File: src/rtl/stopwatch_pkg.sv
// Shared types and constants for the decimal stopwatch.
// Assumes every digit is a 4-bit BCD nibble.
package stopwatch_pkg;
    localparam int unsigned BCD_W = 4;
    typedef logic [BCD_W-1:0] bcd_t;
    localparam bcd_t BCD_TOP = 4'd9;
endpackage

File: src/rtl/ms_tick_gen.sv
// Millisecond enable generator: emits a one-cycle pulse after DIV enabled
// edges. Its phase is frozen while en_i is low.
// Assumes DIV >= 2, so pulses are never on adjacent cycles.
module ms_tick_gen #(
    parameter int unsigned DIV = 50000
) (
    input  logic clk,
    input  logic rst_n,
    input  logic en_i,
    output logic tick_o
);
    localparam int unsigned CW = $clog2(DIV);

    logic [CW-1:0] phase_q;
    logic          wrap;

    assign wrap   = (phase_q == CW'(DIV - 1));
    assign tick_o = en_i && wrap;

    // Advance the phase only on enabled edges; restart it after a pulse.
    always_ff @(posedge clk) begin
        if (!rst_n)
            phase_q <= '0;
        else if (en_i)
            phase_q <= wrap ? '0 : phase_q + 1'b1;
    end

    a_r3_tick_spacing: assert property (@(posedge clk) disable iff (!rst_n)
        tick_o |=> !tick_o);
    a_r4_phase_frozen: assert property (@(posedge clk) disable iff (!rst_n)
        !en_i |=> $stable(phase_q));
endmodule

File: src/rtl/bcd_digit.sv
// One decimal digit cell: increments on inc_i and wraps 9 -> 0.
// It drives carry_o in the same cycle so the next cell steps with it.
// Assumes a synchronous active-low reset.
module bcd_digit
    import stopwatch_pkg::*;
(
    input  logic clk,
    input  logic rst_n,
    input  logic inc_i,
    output bcd_t digit_o,
    output logic carry_o
);
    bcd_t digit_q;

    assign digit_o = digit_q;
    assign carry_o = inc_i && (digit_q == BCD_TOP);

    // Step the digit on request, wrapping from nine back to zero.
    always_ff @(posedge clk) begin
        if (!rst_n)
            digit_q <= '0;
        else if (inc_i)
            digit_q <= (digit_q == BCD_TOP) ? '0 : digit_q + 1'b1;
    end

    a_r2_digit_range: assert property (@(posedge clk) disable iff (!rst_n)
        digit_q <= BCD_TOP);
    a_r2_wrap_zero: assert property (@(posedge clk) disable iff (!rst_n)
        (inc_i && digit_q == BCD_TOP) |=> digit_q == '0);
    a_r2_idle_hold: assert property (@(posedge clk) disable iff (!rst_n)
        !inc_i |=> $stable(digit_q));
endmodule

File: src/rtl/bcd_chain.sv
// Ripple-carry chain of NDIG decimal digits, least significant first.
// Assumes step_i is a one-cycle pulse.
module bcd_chain
    import stopwatch_pkg::*;
#(
    parameter int unsigned NDIG = 5
) (
    input  logic                  clk,
    input  logic                  rst_n,
    input  logic                  step_i,
    output logic [BCD_W*NDIG-1:0] digits_o
);
    logic [NDIG:0] carry;

    assign carry[0] = step_i;

    // One cell per digit; each cell's carry feeds the next one up.
    for (genvar g = 0; g < NDIG; g++) begin : g_digit
        bcd_digit u_digit (
            .clk     (clk),
            .rst_n   (rst_n),
            .inc_i   (carry[g]),
            .digit_o (digits_o[g*BCD_W +: BCD_W]),
            .carry_o (carry[g+1])
        );
    end
endmodule

File: src/rtl/led_flasher.sv
// Blinks all LED_W outputs together while active_i is high: dark for the
// first HALF edges, then toggling every HALF edges. Dark when inactive.
// Assumes HALF >= 2.
module led_flasher #(
    parameter int unsigned HALF  = 6250000,
    parameter int unsigned LED_W = 10
) (
    input  logic             clk,
    input  logic             rst_n,
    input  logic             active_i,
    output logic [LED_W-1:0] leds_o
);
    localparam int unsigned CW = $clog2(HALF);

    logic [CW-1:0] span_q;
    logic          lit_q;

    assign leds_o = {LED_W{lit_q}};

    // Time the half-period and flip the lamp state at its end.
    always_ff @(posedge clk) begin
        if (!rst_n || !active_i) begin
            span_q <= '0;
            lit_q  <= 1'b0;
        end else if (span_q == CW'(HALF - 1)) begin
            span_q <= '0;
            lit_q  <= ~lit_q;
        end else begin
            span_q <= span_q + 1'b1;
        end
    end

    a_r6_toggle_on_wrap: assert property (@(posedge clk) disable iff (!rst_n)
        (active_i && span_q == CW'(HALF - 1)) |=> lit_q != $past(lit_q));
endmodule

File: src/rtl/bcd_stopwatch.sv
// Saturating BCD stopwatch top: millisecond enable, digit chain, ceiling
// compare and LED blinker. Assumes TICK_DIV >= 2, FLASH_HALF >= 2, and a
// LIMIT_BCD made of valid BCD nibbles.
module bcd_stopwatch
    import stopwatch_pkg::*;
#(
    parameter int unsigned           NDIG       = 5,
    parameter int unsigned           TICK_DIV   = 50000,
    parameter int unsigned           FLASH_HALF = 6250000,
    parameter int unsigned           LED_W      = 10,
    parameter logic [4*NDIG-1:0]     LIMIT_BCD  = 20'h14999
) (
    input  logic                  clk,
    input  logic                  rst_n,
    input  logic                  run_i,
    output logic [BCD_W*NDIG-1:0] digits_o,
    output logic                  saturated_o,
    output logic [LED_W-1:0]      leds_o
);
    logic tick_en;
    logic ms_tick;

    assign saturated_o = (digits_o == LIMIT_BCD);
    assign tick_en     = run_i && !saturated_o;

    ms_tick_gen #(.DIV(TICK_DIV)) u_tick (
        .clk    (clk),
        .rst_n  (rst_n),
        .en_i   (tick_en),
        .tick_o (ms_tick)
    );

    bcd_chain #(.NDIG(NDIG)) u_chain (
        .clk      (clk),
        .rst_n    (rst_n),
        .step_i   (ms_tick),
        .digits_o (digits_o)
    );

    led_flasher #(.HALF(FLASH_HALF), .LED_W(LED_W)) u_flash (
        .clk      (clk),
        .rst_n    (rst_n),
        .active_i (saturated_o),
        .leds_o   (leds_o)
    );

    // Check once that the ceiling is made of decimal digits.
    initial begin
        for (int i = 0; i < int'(NDIG); i++)
            a_r5_limit_decimal: assert (LIMIT_BCD[i*4 +: 4] <= 4'd9);
    end

    a_r5_hold_ceiling: assert property (@(posedge clk) disable iff (!rst_n)
        saturated_o |=> saturated_o && $stable(digits_o));
    a_r4_pause_hold: assert property (@(posedge clk) disable iff (!rst_n)
        !run_i |=> $stable(digits_o));
    a_r6_dark_below: assert property (@(posedge clk) disable iff (!rst_n)
        !saturated_o |-> leds_o == '0);
    a_r7_leds_uniform: assert property (@(posedge clk) disable iff (!rst_n)
        (leds_o == '0) || (leds_o == '1));
    a_r1_reset_clear: assert property (@(posedge clk)
        !rst_n |=> (digits_o == '0) && !saturated_o && (leds_o == '0));
endmodule

File: config.mk
export PLATFORM = sky130hd
export DESIGN_NAME = bcd_stopwatch
export DESIGN_NICKNAME = d
export VERILOG_FILES = /design/src/rtl/stopwatch_pkg.sv /design/src/rtl/ms_tick_gen.sv /design/src/rtl/bcd_digit.sv /design/src/rtl/bcd_chain.sv /design/src/rtl/led_flasher.sv /design/src/rtl/bcd_stopwatch.sv
export SDC_FILE = /design/constraint.sdc
export NUM_CORES = 1
export LEC_CHECK = 0
export ABC_AREA = 1
export BUFFER_PORTS_ARGS = -buffer_cell sky130_fd_sc_hd__buf_2
export CORE_MARGIN = 2
export CORE_UTILIZATION = 59
export DETAILED_ROUTE_END_ITERATION = 16
export GPL_TIMING_DRIVEN = 1
export PLACE_DENSITY = 0.8
export SYNTH_ARGS = -nofsm -noshare
export SYNTH_HDL_FRONTEND = slang
export SYNTH_SLANG_ARGS = --single-unit
File: constraint.sdc
create_clock -name clk -period 2 [get_ports clk]
set_input_delay 0 -clock clk [delete_from_list [all_inputs] [get_ports clk]]
set_output_delay 0 -clock clk [all_outputs]
set_load 0.01 [all_outputs]
==> reports/qor.txt, run 1 <==
setup repair after global routing missed its margin - true
most instantiated flip-flop cell in the synthesis netlist - dfxtp_1
Remaining Overflow, GRT - 0
worst voltage drop across the vdd grid - 0.7882 mV
CP Data Arrival Time - 2.10 ns
nets - 536
crit path time final - 1.854 ns
area of the core - 5574 µm²
LEAKAGE - 0.001533 µW
grt met2 use - 0.4258
result of the run - completed
number of maximum-capacitance constraint violations - 0
number of standard-cell rows in the floorplan - 27
Cell Pwr Density - 597.8 nW/µm²
final setup TNS - 0 ns
global-route wire length before repair - 12500 µm
number of search-and-repair iterations in the first detailed-routing pass - 5
CTS clock-pin slew for the worst setup and hold paths - 0.07 ns
Diodes inserted - 0
post-synthesis async set-or-reset flop share - 0
count of flip-flops with a built-in enable after synthesis - 0
setup ws final - 0.1463 ns
Top Usage Layer GRT - met2
GR met3 Demand/Resource - 0.06966
clock tree from TritonCTS - yes
slowest cell on the critical path - dfxtp_1
maximum number of pins on one net before global-route repair - 16
post-route fraction of the period consumed by the critical path - 0.9269
HPWL Detailed - 5271 µm
final non-filler cell area - 3804 µm²
Crit path top cell by count - nor2_4
DR vias/cell - 5.263
number of buffers added for setup after CTS - 0
mean cell area of the mapped netlist - 6.887 µm²
Num Clock Sinks - 60
cell type with the highest aggregate area in the netlist - dfxtp_1
die outline area - 6438 µm²
Remaining DRCs - 0
fraction of layout cells with a size suffix above 1 - 0.1903
pin slew with the least headroom to its limit - 0.3826 ns
synthesized netlist net count - 503
DP Worst Slack - 0.09290 ns
Yosys Warn Count - 0
clock latency reported for the late side of the worst-skew pair - 0.34 ns
type of the worst min-delay path - input pin to flip-flop
series of cell instances along the critical path - ha_1 -> nand2_2 -> nor2_4 -> nand3_2 -> nor2_4 -> nand4_2 -> nor2_4 -> nand3_1 -> nand3_1 -> nand2_1
detailed-route via count - 3200
via count of the first global-routing pass - 2958
I/O Buffers - 33
Hold Buf Count CTS - 0
cell type group with the largest total delay on the critical path - simple AND/OR/NAND/NOR gates
max-slew violation count - 0
maximum fanout count along the critical path - 5
TritonCTS Buffers - 9
startpoint-to-endpoint class of the critical path - flip-flop to flip-flop
type of element capturing the critical path - flip-flop
f_max - 0.5394 GHz
final core area utilization - 0.6824
final wirelength - 7404 µm
number of antenna violations at the first check in global routing - 0
Final Skew - 0.009823 ns
top post-synthesis cells by area - dfxtp_1, nand2_1, nor2_1, inv_1, nand3_1
Cell Area, Synth - 3430 µm²
Critical path buffers and inverters - 0
Resized cells post-CTS - 0
number of buffers on the longest clock path - 2
total power - 2274 µW
nature of the critical path startpoint - flip-flop
Area Overhead vs Synth - 10.91%
synthesized netlist cell count - 498
overall routing resource usage - 0.2453
global-route met1 utilization - 0.2902
sequential element share of the synthesized area - 0.3502
H-tree lvl count - 3
commonest cells in the netlist - nand2_1, nor2_1, inv_1
Fin. Hold Viols - 0
violation count after the first detailed-route iteration - 120
worst endpoint required time - 2.24 ns
number of different library cells in the post-synthesis netlist - 42
number of synthesized register bits - 60
Max-Slew Margin vs Limit - 0.7446
number of nets with antenna violations after routing - 0
Post-DP Area - 3598 µm²
Die Height - 80.24 µm
die width - 80.24 µm
top cell type's share of synthesized area - 0.3502
number of failing setup endpoints in the final timing report - 0
effective utilization at floorplan - 0.6153
most frequently used cell type in the post-synthesis netlist - nand2_1
post-detailed-route wirelength per cell - 12.18 µm
Boundary Pins - 34
clock root buffer - clkbuf_8
global placement routability congestion - 0.9061
largest incremental delay on the critical path - 0.37 ns
per-stage QoR:
stage / hold WS, ns / std cells
after floorplan: 0.1384 / 498
after global placement: 0.3863 / 591
after detailed placement: 0.3955 / 591
after CTS: 0.02350 / 607
after global routing: 0.03886 / 608
final: 0.03647 / 608
worst paths after layout:
path | start | depth (start not counted) | to | slack [ns]
setup / recovery | u_tick.phase_q[0]$_SDFFE_PN0N_ | 10 | u_chain.g_digit[3].u_digit.digit_o[1]$_SDFFE_PN0P_ | 0.15
hold / removal | rst_n | 3 | u_chain.g_digit[3].u_digit.digit_o[0]$_SDFFE_PN0P_ | 0.04
setup reg to reg | u_tick.phase_q[0]$_SDFFE_PN0N_ | 10 | u_chain.g_digit[3].u_digit.digit_o[1]$_SDFFE_PN0P_ | 0.15
hold reg to reg | u_flash.span_q[0]$_SDFF_PP0_ | 1 | u_flash.span_q[0]$_SDFF_PP0_ | 0.45
power breakdown:
part           internal, µW  switching [µW]
Sequential             1200            3.06
Combinational          16.5            35.8
Clock                   544             476
Total                  1760             515
placed cells by master (no fill, tap or decap), types with 9 or more instances in the layout:
cell type	count
nand2_1	101
nor2_1	69
inv_1	64
dfxtp_1	60
nand3_1	34
buf_2	33
a21oi_1	31
o21ai_0	15
nand4_1	13
nor3_1	12
clkbuf_8	12
nor2_4	9
flip-flops by register name, summed over array words and instances, names as in the netlist:
| register | flops |
|---|---|
| u_tick.phase_q | 16 |
| u_flash.lit_q | 1 |
| u_flash.span_q | 23 |
| u_chain.g_digit.u_digit.digit_o | 20 |
kinds of logic (layout without fill, tap and decap cells):
logic type | Yosys count | count (layout) | share of synthesized area
xor+xnor | 7 | 7 | 0.01788
buf+inv | 89 | 126 | 0.1164
simple gates | 277 | 278 | 0.4068
flops | 60 | 60 | 0.3502
compound gates | 63 | 63 | 0.1014
fa+ha+maj | 2 | 2 | 0.007295
worst min-delay path, cell delays in order:
cell	delay, ns
buf_2	0.20
nand2_1	0.10
nor2_1	0.03
final cells by class:
class | count | area, µm²
sequential | 60 | 1201
tap | 72 | 90.09
timing repair buffer | 38 | 202.7
inverter | 72 | 275.3
clock inverter | 4 | 22.52
fill | 509 | 1770
clock buffer | 12 | 165.2
multi-input combinational | 350 | 1847
per-layer routing:
metal	part of all wire	vias up
li1	-	1674
met5	0	-
met3	0.051	15
met1	0.45	1437
met2	0.49	74
met4	0.016	0
Power figures use the tool's default switching activity.
==> run 2: changes to the inputs <==
Settings changed: PLACE_DENSITY 0.8 to default, PLACE_DENSITY_LB_ADDON from default to 0.12, SKIP_CTS_REPAIR_TIMING from default to 1.
==> reports/qor.txt, run 2 (synthesis results as in run 1) <==
Cell Pwr Density - 588.9 nW/µm² (was 597.8 nW/µm²)
number of antenna violations at the first check in global routing - 0 (unchanged)
Remaining DRCs - 0 (unchanged)
Int Power - 1729 µW (was 1759 µW)
nets - 537 (was 536)
TritonCTS Buffers - 9 (unchanged)
f_max - 0.5481 GHz (was 0.5394 GHz)
number of buffers on the longest clock path - 2 (unchanged)
result of the run - completed (unchanged)
fill cell total of the finished layout - 461 (was 509)
maximum number of pins on one net before global-route repair - 15 (was 16)
CP Data Arrival Time - 2.03 ns (was 2.10 ns)
multi-input logic area - 1862 µm² (was 1847 µm²)
pin slew with the least headroom to its limit - 0.3840 ns (was 0.3826 ns)
post-detailed-route wirelength per cell - 11.93 µm (was 12.18 µm)
post-route fraction of the period consumed by the critical path - 0.9122 (was 0.9269)
final wirelength - 7264 µm (was 7404 µm)
sequential fraction of design power - 0.534 (was 0.528)
clock root buffer - clkbuf_8 (unchanged)
Die Height - 80.24 µm (unchanged)
violation count after the first detailed-route iteration - 137 (was 120)
switching part of the total - 0.2307 (was 0.2265)
Max Used Layer - met4 (unchanged)
LEAKAGE - 0.001512 µW (was 0.001533 µW)
number of standard-cell rows in the floorplan - 27 (unchanged)
type of the worst min-delay path - input pin to flip-flop (unchanged)
die width - 80.24 µm (unchanged)
die outline area - 6438 µm² (unchanged)
max-slew violation count - 0 (unchanged)
global placement routability congestion - 0.8952 (was 0.9061)
number of flip-flops in the largest register - 23 (unchanged)
Num Clock Sinks - 60 (unchanged)
Area Overhead vs Synth - 11.31% (was 10.91%)
most frequent cells in the layout - nand2_1, nor2_1, inv_1 (unchanged)
routed length on met3 - 272 µm (was 379 µm)
number of search-and-repair iterations in the first detailed-routing pass - 5 (unchanged)
Diodes inserted - 0 (unchanged)
setup repair after global routing missed its margin - false (was true)
area of the core - 5574 µm² (unchanged)
clock latency reported for the late side of the worst-skew pair - 0.33 ns (was 0.34 ns)
crit path time final - 1.824 ns (was 1.854 ns)
number of maximum-capacitance constraint violations - 0 (unchanged)
worst voltage drop across the vdd grid - 0.4233 mV (was 0.7882 mV)
Reg with most FFs - u_flash.span_q (unchanged)
worst endpoint required time - 2.20 ns (was 2.24 ns)
number of nets with antenna violations after routing - 0 (unchanged)
Boundary Pins - 34 (unchanged)
I/O Buffers - 33 (unchanged)
type of element capturing the critical path - flip-flop (unchanged)
clock group share of total power - 0.441 (was 0.449)
nature of the critical path startpoint - flip-flop (unchanged)
startpoint-to-endpoint class of the critical path - flip-flop to flip-flop (unchanged)
met2 wire len - 3445 µm (was 3603 µm)
total power - 2248 µW (was 2274 µW)
detailed-route via count - 3174 (was 3200)
effective utilization at floorplan - 0.6153 (unchanged)
H-tree lvl count - 3 (unchanged)
Net Switching - 518.5 µW (was 514.9 µW)
global-route wire length before repair - 12010 µm (was 12500 µm)
leading cell type in the layout, fill and taps excluded - nand2_1 (unchanged)
overall routing resource usage - 0.2358 (was 0.2453)
Comb pwr share - 0.024 (was 0.023)
via count of the first global-routing pass - 2857 (was 2958)
sequential cell area - 1201 µm² (unchanged)
Final Skew - 0.009240 ns (was 0.009823 ns)
DR vias/cell - 5.212 (was 5.263)
final setup TNS - 0 ns (unchanged)
number of failing setup endpoints in the final timing report - 0 (unchanged)
HPWL Detailed - 5394 µm (was 5271 µm)
wl on met1 - 3448 µm (was 3303 µm)
Max-Slew Margin vs Limit - 0.7437 (was 0.7446)
fraction of layout cells with a size suffix above 1 - 0.1899 (was 0.1903)
maximum fanout count along the critical path - 11 (was 5)
Remaining Overflow, GRT - 0 (unchanged)
CTS clock-pin slew for the worst setup and hold paths - 0.07 ns (about the same)
Fin. Hold Viols - 0 (unchanged)
clock tree from TritonCTS - yes (unchanged)
[run 2: worst paths after layout]
check	slack [ns]	to	startpoint	cells past startpoint
worst min-delay path	0.11	u_chain.g_digit[4].u_digit.digit_o[1]$_SDFFE_PN0P_	rst_n	4
worst max register to register	0.18	u_flash.span_q[12]$_SDFF_PP0_	u_flash.span_q[0]$_SDFF_PP0_	9
worst min register to register	0.45	u_flash.span_q[0]$_SDFF_PP0_	u_flash.span_q[0]$_SDFF_PP0_	1
worst max-delay path	0.18	u_flash.span_q[12]$_SDFF_PP0_	u_flash.span_q[0]$_SDFF_PP0_	9
[run 2: layout make-up]
class	count	area share
timing repair buffer	39	0.05506
inverter	72	0.07211
sequential	60	0.3147
tap	72	0.02360
clock buffer	12	0.04064
multi-input combinational	350	0.4877
clock inverter	4	0.006227
[run 2: worst max-delay path, stage by stage, from the launching register on]
cell and delay (ns):
dfxtp_1 0.35, ha_1 0.17, nand2_1 0.05, inv_1 0.10, nand2_1 0.07, or2_1 0.22, nand3b_1 0.19, or2_1 0.28
nand2_2 0.19, a211oi_1 0.07
[run 2: layer usage]
metal  vias to the layer above  global-route usage
met5                         -                   0
met4                         0              0.1119
met3                        11             0.03820
met2                        70              0.3883
met1                      1421              0.2995
li1                       1672                   -
[run 2: power by group through the flow]
stage / clock, µW / combinational, µW / sequential [µW]
after floorplan: 0 / 35.0 / 1230
after global placement: 0 / 51.7 / 1230
after detailed placement: 0 / 51.9 / 1230
after CTS: 1020 / 52.0 / 1200
after global routing: 1070 / 60.9 / 1200
final: 992 / 54.6 / 1200
[run 2: metrics by stage]
| stage | cells | hold WS, ns | worst slack, ns | util | instance area (µm²) |
|---|---|---|---|---|---|
| after global routing | 609 | 0.1041 | 0.01033 | 0.6848 | 3817 |
| final | 609 | 0.1110 | 0.1756 | 0.6848 | 3817 |
| after floorplan | 498 | 0.1384 | 0.3116 | - | 3430 |
| after CTS | 608 | 0.07001 | 0.09029 | 0.6790 | 3785 |
| after detailed placement | 592 | 0.4300 | 0.1031 | 0.6469 | 3606 |
| after global placement | 592 | 0.4223 | 0.1453 | 0.6469 | 3606 |
==> run 3: changes to the inputs <==
Settings changed: ABC_AREA 1 to default, CORE_UTILIZATION 59 to 58.
==> reports/qor.txt, run 3 <==
result of the run - completed (unchanged)
CP Data Arrival Time - 2.06 ns (was 2.03 ns)
post-synthesis async set-or-reset flop share - 0 (unchanged)
H-tree lvl count - 3 (unchanged)
top cell type's share of synthesized area - 0.3891 (was 0.3502)
Area Overhead vs Synth - 18.93% (was 11.31%)
number of search-and-repair iterations in the first detailed-routing pass - 4 (was 5)
share of the synthesized netlist area taken by xor and xnor gates - 0.09080 (was 0.01788)
synthesized netlist net count - 353 (was 503)
Fin. Hold Viols - 0 (unchanged)
beginning of the worst hold path - rst_n (unchanged)
die width - 76.95 µm (was 80.24 µm)
I/O Buffers - 33 (unchanged)
worst hold margin - 0.1368 ns (was 0.1110 ns)
synthesized netlist cell count - 348 (was 498)
top post-synthesis cells by area - dfxtp_1, nor2_1, xor2_1, xnor2_1, nand2_1 (was dfxtp_1, nand2_1, nor2_1, inv_1, nand3_1)
post-route fraction of the period consumed by the critical path - 0.9314 (was 0.9122)
Die Height - 76.95 µm (was 80.24 µm)
number of failing setup endpoints in the final timing report - 0 (unchanged)
violation count after the first detailed-route iteration - 136 (was 137)
nets - 398 (was 537)
type of the worst min-delay path - input pin to flip-flop (unchanged)
clock root buffer - clkbuf_8 (unchanged)
nature of the critical path startpoint - flip-flop (unchanged)
most instantiated flip-flop cell in the synthesis netlist - dfxtp_1 (unchanged)
Num Clock Sinks - 60 (unchanged)
Remaining Overflow, GRT - 0 (unchanged)
simple logic cell fraction of the synthesized area - 0.3202 (was 0.4068)
maximum fanout count along the critical path - 6 (was 11)
final non-filler cell area - 3671 µm² (was 3817 µm²)
f_max - 0.5368 GHz (was 0.5481 GHz)
worst endpoint required time - 2.20 ns (about the same)
LEAKAGE - 0.001374 µW (was 0.001512 µW)
cell type with the highest aggregate area in the netlist - dfxtp_1 (unchanged)
number of different library cells in the post-synthesis netlist - 56 (was 42)
clock latency reported for the late side of the worst-skew pair - 0.33 ns (about the same)
setup repair after global routing missed its margin - false (unchanged)
fraction of layout cells with a size suffix above 1 - 0.2412 (was 0.1899)
startpoint of the most critical register-to-register path - u_chain.g_digit[2].u_digit.digit_o[0]$_SDFFE_PN0P_ (was u_flash.span_q[0]$_SDFF_PP0_)
global-route wire length before repair - 10710 µm (was 12010 µm)
met2 wire len - 2988 µm (was 3445 µm)
die outline area - 5921 µm² (was 6438 µm²)
commonest cells in the netlist - dfxtp_1, nor2_1, nand2_1 (was nand2_1, nor2_1, inv_1)
TritonCTS Buffers - 9 (unchanged)
critical path startpoint - u_chain.g_digit[2].u_digit.digit_o[0]$_SDFFE_PN0P_ (was u_flash.span_q[0]$_SDFF_PP0_)
HPWL Detailed - 4223 µm (was 5394 µm)
count of flip-flops with a built-in enable after synthesis - 0 (unchanged)
startpoint-to-endpoint class of the critical path - flip-flop to flip-flop (unchanged)
Cell Area, Synth - 3087 µm² (was 3430 µm²)
adder and majority cell fraction of the synthesized area - 0.008107 (was 0.007297)
final setup TNS - 0 ns (unchanged)
most frequent cells in the layout - dfxtp_1, nor2_1, buf_2 (was nand2_1, nor2_1, inv_1)
Max-Slew Margin vs Limit - 0.6217 (was 0.7437)
Diodes inserted - 0 (unchanged)
cell count of the worst hold path - 3 (was 4)
routed length on met3 - 250 µm (was 272 µm)
max-slew violation count - 0 (unchanged)
Yosys Warn Count - 0 (unchanged)
worst voltage drop across the vdd grid - 0.5757 mV (was 0.4233 mV)
wl on met1 - 3005 µm (was 3448 µm)
mean cell area of the mapped netlist - 8.870 µm² (was 6.887 µm²)
number of flip-flops in the largest register - 23 (unchanged)
crit path time final - 1.863 ns (was 1.824 ns)
Final Skew - 0.009825 ns (was 0.009240 ns)
DR vias/cell - 5.594 (was 5.212)
type of element capturing the critical path - flip-flop (unchanged)
Post-DP Area - 3379 µm² (was 3606 µm²)
Max Used Layer - met4 (unchanged)
Cell Pwr Density - 636.6 nW/µm² (was 588.9 nW/µm²)
pin slew with the least headroom to its limit - 0.5660 ns (was 0.3840 ns)
fraction of the mapped netlist area in compound gates - 0.1038 (was 0.1014)
most frequently used cell type in the post-synthesis netlist - dfxtp_1 (was nand2_1)
number of maximum-capacitance constraint violations - 0 (unchanged)
number of nets with antenna violations after routing - 0 (unchanged)
number of synthesized register bits - 60 (unchanged)
overall routing resource usage - 0.2234 (was 0.2358)
area of the core - 5107 µm² (was 5574 µm²)
clock tree from TritonCTS - yes (unchanged)
maximum number of pins on one net before global-route repair - 24 (was 15)
via count of the first global-routing pass - 2364 (was 2857)
leading cell type in the layout, fill and taps excluded - dfxtp_1 (was nand2_1)
post-detailed-route wirelength per cell - 13.64 µm (was 11.93 µm)
number of antenna violations at the first check in global routing - 0 (unchanged)
global placement routability congestion - 0.7915 (was 0.8952)
number of buffers on the longest clock path - 2 (unchanged)
mux contribution to synthesized area - 0.03729 (was 0)
final wirelength - 6382 µm (was 7264 µm)
Reg with most FFs - u_flash.span_q (unchanged)
number of standard-cell rows in the floorplan - 26 (was 27)
CTS clock-pin slew for the worst setup and hold paths - 0.06 ns (was 0.07 ns)
Boundary Pins - 34 (unchanged)
R2R depth - 5 (was 9)
main combinational cell family by area after synthesis - simple AND/OR/NAND/NOR gates (unchanged)
sequential element share of the synthesized area - 0.3891 (was 0.3502)
Remaining DRCs - 0 (unchanged)
detailed-route via count - 2618 (was 3174)
effective utilization at floorplan - 0.6044 (was 0.6153)
## run 3: changes by cell type in the layout (fill, tap and decap cells not counted), moves of 8 or more
cell     delta
a21oi_1    -18
and3_1      +8
o21ai_0     -9
nor3_1     -11
inv_1      -57
nor2_4      -9
nand3_1    -18
xor2_1     +12
buf_4      +16
nor2_1     -23
mux2i_1    +10
nand2_1    -73
xnor2_1    +13
nor2b_1    +10
## run 3: layout make-up
class,instances,area [µm²]
Clock buffer,15,166.4
Clock inverter,1,30.03
Fill cell,420,1436
Inverter,7,26.28
Multi-Input combinational cell,259,1808
Sequential cell,60,1202
Tap cell,70,87.58
Timing Repair Buffer,56,350.3
## run 3: path summary, 6_finish.rpt
path / endpoint / slack (ns)
worst min register to register: u_flash.span_q[0]$_SDFF_PP0_ / 0.44
worst max-delay path: u_chain.g_digit[2].u_digit.digit_o[3]$_SDFFE_PN0P_ / 0.14
worst min-delay path: u_chain.g_digit[1].u_digit.digit_o[1]$_SDFFE_PN0N_ / 0.14
worst max register to register: u_chain.g_digit[2].u_digit.digit_o[3]$_SDFFE_PN0P_ / 0.14
## run 3: logic make-up (layout without fill, tap and decap cells)
kind of cell | after synthesis | after routing
AND/OR/NAND/NOR | 171 | 171
flip-flops | 60 | 60
AO/OA/AOI/OAI | 43 | 43
XOR/XNOR | 32 | 32
buffers and inverters | 29 | 79
multiplexers | 11 | 11
adder cells (fa/ha/maj) | 2 | 2
## run 3: per-layer routing
layer | vias up | GRT usage
met5 | - | 0
met4 | 0 | 0.1109
met3 | 13 | 0.04353
met2 | 53 | 0.3465
met1 | 1229 | 0.2968
li1 | 1323 | -
## run 3: power breakdown
group	total, µW	leakage, µW	internal, µW	switching [µW]
logic	43.6	0.000792	12.8	30.8
clock network	1090	0.0000979	647	444
registers	1200	0.000484	1200	3.56
## run 3: worst max-delay path: stages, from the launching register on
cell      delay [ns]
dfxtp_1         0.36
nor4bb_2        0.35
and4_2          0.38
and4_1          0.33
a21boi_0        0.21
o32ai_1         0.11
## run 3: stage by stage
step           setup WS [ns]  instances  power (µW)    util
6_report              0.1373        468        2337  0.7188
2_1_floorplan         0.1656        348        1259       -
5_1_grt             0.009692        468        2408  0.7188
4_1_cts              0.04125        466        2358  0.7001
3_5_place_dp         0.07377        450        1271  0.6617
3_3_place_gp         0.09446        450        1270  0.6617
